==> config.mk <==
export PLATFORM = sky130hd
export DESIGN_NAME = pci_lite_target
export DESIGN_NICKNAME = d
export VERILOG_FILES = /design/src/rtl/pcit_pkg.sv /design/src/rtl/pcit_decode.sv /design/src/rtl/pcit_regfile.sv /design/src/rtl/pcit_ctrl.sv /design/src/rtl/pci_lite_target.sv
export SDC_FILE = /design/constraint.sdc
export NUM_CORES = 1
export LEC_CHECK = 0
export ABC_AREA = 1
export BUFFER_PORTS_ARGS = -buffer_cell sky130_fd_sc_hd__buf_2
export CAP_MARGIN = 20
export CORE_ASPECT_RATIO = 2
export CORE_MARGIN = 2
export CORE_UTILIZATION = 55
export DETAILED_ROUTE_END_ITERATION = 8
export GPL_TIMING_DRIVEN = 0
export PLACE_DENSITY_LB_ADDON = 0.1
export SYNTH_ARGS = -nofsm -noshare
export SYNTH_HDL_FRONTEND = slang
export SYNTH_SLANG_ARGS = --single-unit
==> constraint.sdc <==
create_clock -name clk -period 3.3 [get_ports clk]
set_clock_uncertainty 0.15 [all_clocks]
set_input_delay 0.66 -clock clk [delete_from_list [all_inputs] [get_ports clk]]
set_output_delay 0.66 -clock clk [all_outputs]
set_load 0.02 [all_outputs]
==> src/rtl/pcit_pkg.sv <==
package pcit_pkg;
  typedef enum logic [1:0] {
    ST_IDLE = 2'd0,
    ST_TURN = 2'd1,
    ST_XFER = 2'd2
  } tgt_state_e;

  localparam logic [3:0] CMD_MEM_RD = 4'b0110;
  localparam logic [3:0] CMD_MEM_WR = 4'b0111;
endpackage

==> src/rtl/pcit_decode.sv <==
module pcit_decode #(
  parameter logic [31:0] BASE_ADDR = 32'h0000_0400,
  parameter int unsigned WIN_BYTES = 64
) (
  input  logic [31:2]                word_addr,
  input  logic [3:0]                 cmd,
  output logic                       hit,
  output logic                       is_rd,
  output logic [$clog2(WIN_BYTES)-3:0] start_idx
);
  import pcit_pkg::*;
  localparam int unsigned LOG_WIN = $clog2(WIN_BYTES);

  logic in_window;
  logic cmd_ok;

  always_comb begin
    in_window = (word_addr[31:LOG_WIN] == BASE_ADDR[31:LOG_WIN]);
    cmd_ok    = (cmd == CMD_MEM_RD) || (cmd == CMD_MEM_WR);
    hit       = in_window && cmd_ok;
    is_rd     = (cmd == CMD_MEM_RD);
    start_idx = word_addr[LOG_WIN-1:2];
  end
endmodule

==> src/rtl/pcit_regfile.sv <==
module pcit_regfile #(
  parameter int unsigned WORDS = 16,
  parameter int unsigned DW    = 32
) (
  input  logic                     clk,
  input  logic                     rst_n,
  input  logic                     we,
  input  logic [DW/8-1:0]          wbe_n,
  input  logic [$clog2(WORDS)-1:0] widx,
  input  logic [DW-1:0]            wdata,
  input  logic [$clog2(WORDS)-1:0] ridx,
  output logic [DW-1:0]            rdata
);
  localparam int unsigned IDXW  = $clog2(WORDS);
  localparam int unsigned LANES = DW / 8;

  logic [DW-1:0] words [WORDS];

  for (genvar w = 0; w < WORDS; w++) begin : g_word
    logic [DW-1:0] word_q;
    logic          sel;
    assign sel = we && (widx == IDXW'(w));

    always_ff @(posedge clk or negedge rst_n) begin
      if (!rst_n) begin
        word_q <= '0;
      end else if (sel) begin
        for (int b = 0; b < LANES; b++) begin
          if (!wbe_n[b]) word_q[8*b +: 8] <= wdata[8*b +: 8];
        end
      end
    end

    assign words[w] = word_q;
  end

  assign rdata = words[ridx];
endmodule

==> src/rtl/pcit_ctrl.sv <==
module pcit_ctrl #(
  parameter int unsigned IDXW = 4
) (
  input  logic            clk,
  input  logic            rst_n,
  input  logic            frame_n,
  input  logic            irdy_n,
  input  logic            hit,
  input  logic            is_rd,
  input  logic [IDXW-1:0] start_idx,
  output logic            claim,
  output logic            ready,
  output logic            rd_mode,
  output logic            wr_en,
  output logic [IDXW-1:0] cur_idx
);
  import pcit_pkg::*;

  tgt_state_e state_q, state_d;
  logic       frame_q;
  logic       addr_phase;
  logic       xfer;
  logic       last;

  always_comb begin
    addr_phase = frame_q && !frame_n && (state_q == ST_IDLE);
    xfer       = (state_q == ST_XFER) && !irdy_n;
    last       = xfer && frame_n;
    wr_en      = xfer && !rd_mode;
    claim      = (state_q != ST_IDLE);
    ready      = (state_q == ST_XFER);

    state_d = state_q;
    unique case (state_q)
      ST_IDLE: if (addr_phase && hit) state_d = is_rd ? ST_TURN : ST_XFER;
      ST_TURN: state_d = ST_XFER;
      ST_XFER: if (last) state_d = ST_IDLE;
      default: state_d = ST_IDLE;
    endcase
  end

  always_ff @(posedge clk or negedge rst_n) begin
    if (!rst_n) begin
      state_q <= ST_IDLE;
      frame_q <= 1'b1;
      rd_mode <= 1'b0;
      cur_idx <= '0;
    end else begin
      state_q <= state_d;
      frame_q <= frame_n;
      if (addr_phase && hit) begin
        rd_mode <= is_rd;
        cur_idx <= start_idx;
      end else if (xfer) begin
        cur_idx <= cur_idx + IDXW'(1);
      end
    end
  end
endmodule

==> src/rtl/pci_lite_target.sv <==
module pci_lite_target #(
  parameter logic [31:0] BASE_ADDR = 32'h0000_0400,
  parameter int unsigned WIN_BYTES = 64
) (
  input  logic        clk,
  input  logic        rst_n,
  input  logic        frame_n,
  input  logic [3:0]  cbe_n,
  input  logic [31:0] ad_in,
  input  logic        irdy_n,
  output logic [31:0] ad_out,
  output logic        ad_oe,
  output logic        trdy_n,
  output logic        devsel_n
);
  localparam int unsigned WORDS = WIN_BYTES / 4;
  localparam int unsigned IDXW  = $clog2(WORDS);

  logic            hit;
  logic            is_rd;
  logic [IDXW-1:0] start_idx;
  logic            claim;
  logic            ready;
  logic            rd_mode;
  logic            wr_en;
  logic [IDXW-1:0] cur_idx;
  logic [31:0]     rdata;

  pcit_decode #(.BASE_ADDR(BASE_ADDR), .WIN_BYTES(WIN_BYTES)) u_decode (
    .word_addr (ad_in[31:2]),
    .cmd       (cbe_n),
    .hit       (hit),
    .is_rd     (is_rd),
    .start_idx (start_idx)
  );

  pcit_ctrl #(.IDXW(IDXW)) u_ctrl (
    .clk       (clk),
    .rst_n     (rst_n),
    .frame_n   (frame_n),
    .irdy_n    (irdy_n),
    .hit       (hit),
    .is_rd     (is_rd),
    .start_idx (start_idx),
    .claim     (claim),
    .ready     (ready),
    .rd_mode   (rd_mode),
    .wr_en     (wr_en),
    .cur_idx   (cur_idx)
  );

  pcit_regfile #(.WORDS(WORDS), .DW(32)) u_regs (
    .clk   (clk),
    .rst_n (rst_n),
    .we    (wr_en),
    .wbe_n (cbe_n),
    .widx  (cur_idx),
    .wdata (ad_in),
    .ridx  (cur_idx),
    .rdata (rdata)
  );

  // Output stage: state settles at the rising edge, pins move at the falling edge.
  always_ff @(negedge clk or negedge rst_n) begin
    if (!rst_n) begin
      devsel_n <= 1'b1;
      trdy_n   <= 1'b1;
      ad_oe    <= 1'b0;
      ad_out   <= '0;
    end else begin
      devsel_n <= !claim;
      trdy_n   <= !ready;
      ad_oe    <= ready && rd_mode;
      ad_out   <= (ready && rd_mode) ? rdata : '0;
    end
  end
endmodule

==> impl_metrics.env, run 1 <==
export IMPL_critPathArrivalTime_ps=2930
export IMPL_via_count=23700
export IMPL_cts_root_buf="clkbuf_16"
export IMPL_worst_path_max_fanout=1
export IMPL_nNetsFinal=3371
export IMPL_cts_max_path_buffers=3
export IMPL_yosysSeqAreaShare_pct=55.0
export IMPL_cp_required_ps=2490
export IMPL_yosys_cell_types_count=28
export IMPL_synth_most_common_cell="nand2_1"
export IMPL_fp_coreArea_um2=45600
export IMPL_synth_main_ff_cell="dfrtp_1"
export IMPL_finalPower_mw=31.0
export IMPL_clk_pin_slew_ps=70
export IMPL_drt_pass1_iterations=7
export IMPL_post_drt_wl_per_cell_um=24.1
export IMPL_min_path_type="in2async"
export IMPL_use_met2_pct=59.7
export IMPL_drv_slew=0
export IMPL_antennaDiodeCount=0
export IMPL_vdd_drop_max_mv=0.515
export IMPL_place_hpwl_um=62000
export IMPL_synth_commonest_cells="nand2_1, o21ai_0, nor2_1, dfrtp_1, clkbuf_1"
export IMPL_end_kind="output pin"
export IMPL_crit_path_start_kind="register"
export IMPL_yosys_area_top_type="dfrtp_1"
export IMPL_grt_util_met3_pct=7.98
export IMPL_path_cells="buf_6"
export IMPL_synthCells=3157
export IMPL_gp_congestion=0.957
export IMPL_status="finished, violations left"
export IMPL_leakage_nw=14.8
export IMPL_cts_tree="yes"
export IMPL_grt_remaining_overflow=0
export IMPL_grt_pass1_vias=23000
export IMPL_yosysWarnings=0
export IMPL_synth_fp_nets=3201
export IMPL_grt_usage_pct=39.5
export IMPL_place_inst=3801
export IMPL_pre_cts_ws_ps=-1140
export IMPL_path_buf_inv=1
export IMPL_antenna_left=0
export IMPL_slowest_delay_ps=530
export IMPL_instances_no_fill=3933
export IMPL_async_flop_share_pct=100
export IMPL_fin_area_um2=31200
export IMPL_violations="negative hold slack, negative setup slack"
export IMPL_avgSynthCellArea_um2=7.99
export IMPL_netlist_area_leader_share_pct=51.5
export IMPL_numClockSinks=555
export IMPL_worstMarginPinSlew_ps=1060
export IMPL_setup_violations=68
export IMPL_rsz0062_at_grt="yes"
export IMPL_synthTopCellsByArea="dfrtp_1, o21ai_0, nand2_1, nor2_1, dfrtn_1"
export IMPL_grt_pass1_wl_um=140000
export IMPL_initial_core_util_pct=55.4
export IMPL_power_density_nw_per_um2=995
export IMPL_top_usage_layer="met2"
export IMPL_clk_latency_ps=610
export IMPL_fin_util_pct=68.5
export IMPL_cp_top_family="flip-flops"
export IMPL_die_w_um=155
export IMPL_io_buffer_count=74
export IMPL_syn_cell_area_um2=25200
export IMPL_relSlewSlack_pct=29.3
export IMPL_synth_edf_count=0
export IMPL_htreeDepth=2
export IMPL_drtIter0Drc=2576
export IMPL_layout_drive_gt1_share_pct=17.2
export IMPL_num_rows=111
export IMPL_antenna_found_initial=2
export IMPL_post_dp_cell_area_um2=26500
export IMPL_syn2layout_area_growth_pct=23.6
export IMPL_die_h_um=307
export IMPL_critical_path_slowest_cell="dfstp_2"
export IMPL_fillers=3697
export IMPL_fp_dieArea_um2=47700
export IMPL_drc=0
export IMPL_tns_ps=-19800
export IMPL_hold_ws_ps=-26.1
export IMPL_grt_max_degree=119
export IMPL_setup_ws_ps=-442
export IMPL_ios=75
export IMPL_gr_usage_met1_pct=47.8
export IMPL_drt_wl_total_um=94800
export IMPL_path_class="reg2out"
export IMPL_ys_ff_latch=555
export IMPL_finalHoldViolCount=16
export IMPL_vias_per_cell=6.02
export IMPL_maxCapViolCount=0
export IMPL_cts_buffers_inserted=49
## logic make-up (layout without fill, tap and decap cells)
family / count (synthesis) / after routing / share of synthesized area [%]
adders and majority gates: 4 / 4 / 0.198
AOI/OAI and AO/OA: 770 / 770 / 15.3
and+or+nand+nor: 1563 / 1563 / 25.0
xor gates and xnor gates: 3 / 3 / 0.104
DFF: 555 / 555 / 55.0
buffers and inverters: 262 / 473 / 4.33
## cell type report
type | instances | area, µm² | area share, %
tap | 565 | 707 | 2.27
clock inverter | 17 | 193 | 0.618
multi-input combinational | 2340 | 11000 | 35.2
clock buffer | 77 | 1540 | 4.92
sequential | 555 | 13900 | 44.5
timing repair buffer | 119 | 1540 | 4.92
inverter | 54 | 218 | 0.698
buffer | 206 | 2120 | 6.79
## path summary, 6_finish.rpt
check	to	depth (start not counted)	slack, ps	start
max in group asynchronous	devsel_n	3	490	rst_n
hold / removal	u_regs.g_word[15].word_q[0]	2	-30	rst_n
hold reg to reg	u_regs.g_word[9].word_q[9]	2	330	u_regs.g_word[9].word_q[9]
setup reg to reg	ad_out[1]	12	-440	u_ctrl.cur_idx[0]
min in group clk	u_ctrl.frame_q	1	40	frame_n
setup / recovery	trdy_n	1	-440	trdy_n
## placed cells by master (no fill, tap or decap), drive strengths merged
cell type and count:
dfrtn 33, clkdlybuf4s15 2, xor2 3, o21a 1
ha 4, clkinvlp 3, dfstp 3, nor2 621
dfrtp 519, nand4 3, o21ai 769, nand2 871
buf 173, clkinv 7, nor3 1, bufinv 4
dlygate4sd3 1, clkbuf 225, bufbuf 1, inv 57
nand3 66, nor4 1
## sequential cells by signal, summed over array words and instances (netlist names)
name,flops
u_regs.g_word.word_q,512
ad_out,32
u_ctrl.cur_idx,4
u_ctrl.state_q,2
ad_oe,1
devsel_n,1
trdy_n,1
u_ctrl.frame_q,1
u_ctrl.rd_mode,1
## routing by layer
layer	routed length, µm	share of wire (%)	up-vias
li1	-	-	10500
met1	34300	36	11400
met2	42500	45	1311
met3	8020	8.5	419
met4	9960	11	2
met5	13	0.014	-
## what timing repair did
action	4_1_cts	5_1_grt
cloned	24	5
hold buffers	2	0
gates resized for setup	637	104
endpoints found under the hold margin	55	0
endpoints found under the setup margin	304	100
pin swaps	104	58
buffers inserted	7	4
## power by group
| group | internal (mW) | switching (mW) |
|---|---|---|
| sequential | 9.05 | 1.39 |
| clock | 3.52 | 2.70 |
| combinational | 5.78 | 8.59 |
| total | 18.4 | 12.7 |
No activity file was read; power rests on OpenSTA's default activity.
==> run 2: changes to the inputs <==
ABC_AREA = 0   (was 1)
clock period = 4.46 ns   (was 3.3 ns; I/O delays follow)
==> impl_metrics.env, run 2 <==
export IMPL_yosys_area_share_simple_pct=2.72
export IMPL_netlist_area_leader_share_pct=52.8
export IMPL_drc=0
export IMPL_synth_most_common_cell="dfrtp_1"
export IMPL_synth_top_family_by_area="multiplexers"
export IMPL_io_buffer_count=74
export IMPL_numClockSinks=555
export IMPL_power_density_nw_per_um2=350
export IMPL_yosysSeqAreaShare_pct=56.5
export IMPL_hold_buffers=0
export IMPL_synth_fp_nets=1556
export IMPL_post_drt_wl_per_cell_um=28.0
export IMPL_via_count=14000
export IMPL_synthTopCellsByArea="dfrtp_1, mux2_2, mux4_2, dfrtn_1, mux2i_1"
export IMPL_synth_xor_area_share_pct=0.0712
export IMPL_slowest_delay_ps=520
export IMPL_tns_ps=-136
export IMPL_cts_root_buf="clkbuf_16"
export IMPL_net_switching_power_mw=2.11
export IMPL_async_flop_share_pct=100
export IMPL_largest_register_ffs=512
export IMPL_cts_tree="yes"
export IMPL_setup_ws_ps=-47.8
export IMPL_grt_pass1_vias=15200
export IMPL_relSlewSlack_pct=22.9
export IMPL_rsz0062_at_grt="yes"
export IMPL_synth_compound_area_share_pct=0.946
export IMPL_clk_latency_ps=580
export IMPL_clk_pin_slew_ps=60
export IMPL_multiInputGateArea_um2=10300
export IMPL_cts_max_path_buffers=3
export IMPL_layout_common_cells="dfrtp_1, mux2_2, mux4_2"
export IMPL_largest_register="u_regs.g_word.word_q"
export IMPL_fillers=3374
export IMPL_layout_commonest_cell="dfrtp_1"
export IMPL_grt_usage_pct=27.4
export IMPL_worst_path_max_fanout=1
export IMPL_avgSynthCellArea_um2=16.3
export IMPL_yosysWarnings=0
export IMPL_cts_repair_timing_setup_buffer_count=0
export IMPL_power_switching_share_pct=21.8
export IMPL_antenna_left=0
export IMPL_crit_path_start_kind="register"
export IMPL_die_w_um=154
export IMPL_post_dp_cell_area_um2=25800
export IMPL_drv_slew=0
export IMPL_grt_max_degree=126
export IMPL_drt_wl_total_um=62700
export IMPL_finalHoldViolCount=0
export IMPL_end_kind="output pin"
export IMPL_maxCapViolCount=0
export IMPL_ios=75
export IMPL_path_class="reg2out"
export IMPL_layout_drive_gt1_share_pct=53.4
export IMPL_yosys_area_top_type="dfrtp_1"
export IMPL_fp_dieArea_um2=46500
export IMPL_syn_cell_area_um2=24600
export IMPL_largestRegisters="u_regs.g_word.word_q (512), ad_out (32), u_ctrl.cur_idx (4)"
export IMPL_grt_pass1_wl_um=94500
export IMPL_path_buf_inv=1
export IMPL_pre_cts_ws_ps=-546
export IMPL_cp_required_ps=3420
export IMPL_vias_per_cell=6.26
export IMPL_synth_edf_count=0
export IMPL_antenna_found_initial=3
export IMPL_seq_area_um2=13900
export IMPL_cts_buffers_inserted=49
export IMPL_status="finished, violations left"
export IMPL_synthCells=1512
export IMPL_die_h_um=303
export IMPL_internal_power_mw=7.57
export IMPL_hold_ws_ps=119
export IMPL_path_cells="buf_6"
export IMPL_place_hpwl_um=41800
export IMPL_drtIter0Drc=643
export IMPL_ys_ff_latch=555
export IMPL_initial_core_util_pct=55.7
export IMPL_p_comb_share_pct=2.4
export IMPL_critical_path_slowest_cell="dfstp_2"
export IMPL_nNetsFinal=1685
export IMPL_min_path_type="in2async"
export IMPL_synth_main_ff_cell="dfrtp_1"
export IMPL_vdd_drop_max_mv=0.354
export IMPL_fp_coreArea_um2=44200
export IMPL_syn2layout_area_growth_pct=12.4
export IMPL_worstMarginPinSlew_ps=1150
export IMPL_synth_adder_area_share_pct=0.203
export IMPL_htreeDepth=2
export IMPL_yosys_cell_types_count=43
export IMPL_fin_area_um2=27600
export IMPL_cp_top_family="flip-flops"
export IMPL_drt_pass1_iterations=4
export IMPL_antennaDiodeCount=0
export IMPL_setup_violations=5
export IMPL_synth_area_mux_share_pct=37.9
export IMPL_p_clk_share_pct=45.6
export IMPL_violations="negative setup slack"
export IMPL_grt_remaining_overflow=0
export IMPL_critPathArrivalTime_ps=3470
export IMPL_power_frac_seq_pct=52.0
export IMPL_leakage_nw=13.7
export IMPL_synth_commonest_cells="dfrtp_1, mux2_2, mux4_2, mux2i_1, clkbuf_1"
export IMPL_fin_util_pct=62.6
export IMPL_gp_congestion=0.824
export IMPL_num_rows=109
==> run 2: path summary, 6_finish.rpt <==
check	slack [ps]	from	cells after the start	end
setup / recovery	-50	trdy_n	1	trdy_n
hold / removal	120	rst_n	1	u_regs.g_word[8].word_q[5]
setup reg to reg	-10	u_ctrl.state_q[1]	5	ad_out[27]
hold reg to reg	350	u_regs.g_word[9].word_q[15]	1	u_regs.g_word[9].word_q[15]
max in group asynchronous	280	rst_n	3	ad_out[16]
min in group clk	340	frame_n	1	u_ctrl.frame_q
==> run 2: worst reg2reg max path, delay by kind of cell, from the launching register on <==
family,cells,cell delay [ps]
buffers and inverters,1,450
AO/OA/AOI/OAI,1,180
AND/OR/NAND/NOR,3,830
flip-flops,1,420
==> run 2: repair_timing <==
item | in CTS | in global routing
resized for setup | 80 | 11
setup endpoints to repair | 35 | 35
hold endpoints to repair | 0 | 0
==> run 2: per-stage QoR <==
step | power, mW | instances
final | 9.68 | 2237
after global routing | 9.97 | 2237
after CTS | 9.77 | 2237
after detailed placement | 5.37 | 2145
after global placement | 5.35 | 2141
after floorplan | 5.18 | 1512
==> run 2: routing by layer <==
metal / share of wire [%] / global-route usage (%)
met3: 3.5 / 3.35
met5: 0.054 / 0
met2: 54 / 49.3
met1: 37 / 32.8
met4: 5.4 / 13.3
==> run 2: power groups by stage <==
stage               Clock, mW  Sequential [mW]  Combinational [mW]
floorplan             0.00421             5.13              0.0406
global placement      0.00421             5.13               0.215
detailed placement    0.00421             5.13               0.236
CTS                      4.50             5.03               0.236
global route             4.68             5.03               0.260
finish                   4.42             5.03               0.228
==> run 2: kinds of logic after synthesis <==
group / Yosys count
AOI/OAI and AO/OA: 37
xor gates and xnor gates: 2
adders and majority gates: 4
buffers and inverters: 88
DFF: 555
muxes: 707
and+or+nand+nor: 119
==> run 2: cell type report <==
class / count / area share [%]
Inverter: 3 / 0.0407
Clock buffer: 75 / 5.42
Multi-Input combinational cell: 869 / 37.3
Sequential cell: 555 / 50.3
Tap cell: 555 / 2.51
Clock inverter: 19 / 0.638
Timing Repair Buffer: 78 / 1.86
Buffer: 83 / 1.95
==> run 3: changes to the inputs <==
ABC_AREA = 1   (was 0)
==> impl_metrics.env, run 3 (synthesis gave the netlist of run 1 again) <==
export IMPL_status="finished, violations left"
export IMPL_violations="negative setup slack"
export IMPL_seq_area_um2=13900
export IMPL_largest_register="u_regs.g_word.word_q"
export IMPL_nNetsFinal=3332
export IMPL_htreeDepth=2
export IMPL_io_buffer_count=74
export IMPL_worstMarginPinSlew_ps=1050
export IMPL_cp_top_family="flip-flops"
export IMPL_path_buf_inv=1
export IMPL_num_rows=111
export IMPL_place_hpwl_um=61400
export IMPL_gp_congestion=0.960
export IMPL_critPathArrivalTime_ps=3520
export IMPL_rsz0062_at_grt="yes"
export IMPL_path_cells="buf_6"
export IMPL_grt_pass1_wl_um=131000
export IMPL_cts_root_buf="clkbuf_16"
export IMPL_cts_max_path_buffers=3
export IMPL_antennaDiodeCount=0
export IMPL_setup_violations=3
export IMPL_vias_per_cell=5.84
export IMPL_ios=75
export IMPL_syn2layout_area_growth_pct=12.4
export IMPL_maxCapViolCount=0
export IMPL_largest_register_ffs=512
export IMPL_grt_usage_pct=36.7
export IMPL_min_path_type="in2async"
export IMPL_initial_core_util_pct=55.4
export IMPL_grt_max_degree=126
export IMPL_largestRegisters="u_regs.g_word.word_q (512), ad_out (32), u_ctrl.cur_idx (4)"
export IMPL_numClockSinks=555
export IMPL_antenna_found_initial=0
export IMPL_path_class="reg2out"
export IMPL_pre_cts_ws_ps=-737
export IMPL_fin_util_pct=62.3
export IMPL_relSlewSlack_pct=30.2
export IMPL_end_kind="output pin"
export IMPL_cts_buffers_inserted=51
export IMPL_die_h_um=307
export IMPL_crit_path_start_kind="register"
export IMPL_drv_slew=0
export IMPL_fillers=4145
export IMPL_clk_latency_ps=600
export IMPL_place_inst=3800
export IMPL_fp_coreArea_um2=45600
export IMPL_multiInputGateArea_um2=10300
export IMPL_slowest_delay_ps=530
export IMPL_fp_dieArea_um2=47700
export IMPL_fin_area_um2=28400
export IMPL_power_density_nw_per_um2=699
export IMPL_post_dp_cell_area_um2=26400
export IMPL_post_drt_wl_per_cell_um=22.3
export IMPL_layout_commonest_cell="nand2_1"
export IMPL_layout_common_cells="nand2_1, o21ai_0, nor2_1"
export IMPL_worst_path_max_fanout=1
export IMPL_grt_remaining_overflow=0
export IMPL_finalHoldViolCount=0
export IMPL_drtIter0Drc=2408
export IMPL_drt_wl_total_um=86600
export IMPL_drt_pass1_iterations=6
export IMPL_cts_tree="yes"
export IMPL_critical_path_slowest_cell="dfstp_2"
export IMPL_setup_ws_ps=-98.4
export IMPL_die_w_um=155
export IMPL_clk_pin_slew_ps=70
export IMPL_layout_drive_gt1_share_pct=10.6
export IMPL_leakage_nw=13.8
export IMPL_instances_no_fill=3891
export IMPL_grt_pass1_vias=21300
export IMPL_cp_required_ps=3420
export IMPL_drc=0
export IMPL_antenna_left=0
export IMPL_vdd_drop_max_mv=0.436
export IMPL_via_count=22700
run 3: cell count changes in the layout (fill, tap and decap cells not counted), moves of 60 or more:
cell / change
mux2_2: -505
mux4_2: -128
nor2_1: +598
o21ai_0: +670
nand2_1: +835
mux2i_1: -60
o21ai_1: +96
run 3: stage by stage:
step,hold slack [ps],total power [mW],TNS [ps]
finish,158,19.8,-162
global route,211,21.0,-282
CTS,194,19.5,-174
detailed placement,317,15.0,-20900
global placement,310,14.8,-5141740
floorplan,298,12.2,0
run 3: worst paths after layout:
path                       cells past startpoint                   startpoint  slack (ps)                          end
max                                            1                     devsel_n        -100                     devsel_n
min                                            1                        rst_n         160   u_regs.g_word[6].word_q[7]
max reg2reg                                    7            u_ctrl.cur_idx[2]           0                   ad_out[17]
min reg2reg                                    2  u_regs.g_word[3].word_q[21]         330  u_regs.g_word[3].word_q[21]
max in group asynchronous                      2                        rst_n         720                   ad_out[20]
min in group clk                               1                      frame_n         260               u_ctrl.frame_q
run 3: final cells by class:
| type | count | area share, % |
|---|---|---|
| Inverter | 54 | 0.714 |
| Multi-Input combinational cell | 2340 | 36.2 |
| Timing Repair Buffer | 78 | 1.77 |
| Sequential cell | 555 | 49.0 |
| Clock inverter | 21 | 0.600 |
| Buffer | 206 | 4.16 |
| Tap cell | 565 | 2.49 |
| Clock buffer | 72 | 5.14 |
run 3: worst register-to-register path, cell delays in order, from the launching register on:
cell and delay (ps):
dfrtp_1 370, buf_4 170, nor2_4 210, buf_1 810, nand2_1 240, nand2_1 110, nor2_1 50, nor2_1 130
run 3: repair_timing:
item | CTS | global route
gates resized for setup | 114 | 129
hold buffers | 0 | 0
gates cloned | 0 | 0
setup buffers | 0 | 0
setup endpoints to repair | 34 | 34
run 3: layer usage:
metal  wire length, µm  track usage [%]
met5                 0                0
met4              6890             25.1
met3              7140             6.40
met2             39900             57.3
met1             32700             46.5
run 3: report_power, final:
group / internal (mW) / switching, mW / total (mW)
registers: 6.69 / 0.886 / 7.58
clock network: 2.39 / 1.97 / 4.37
logic: 2.57 / 5.31 / 7.88
total: 11.7 / 8.17 / 19.8
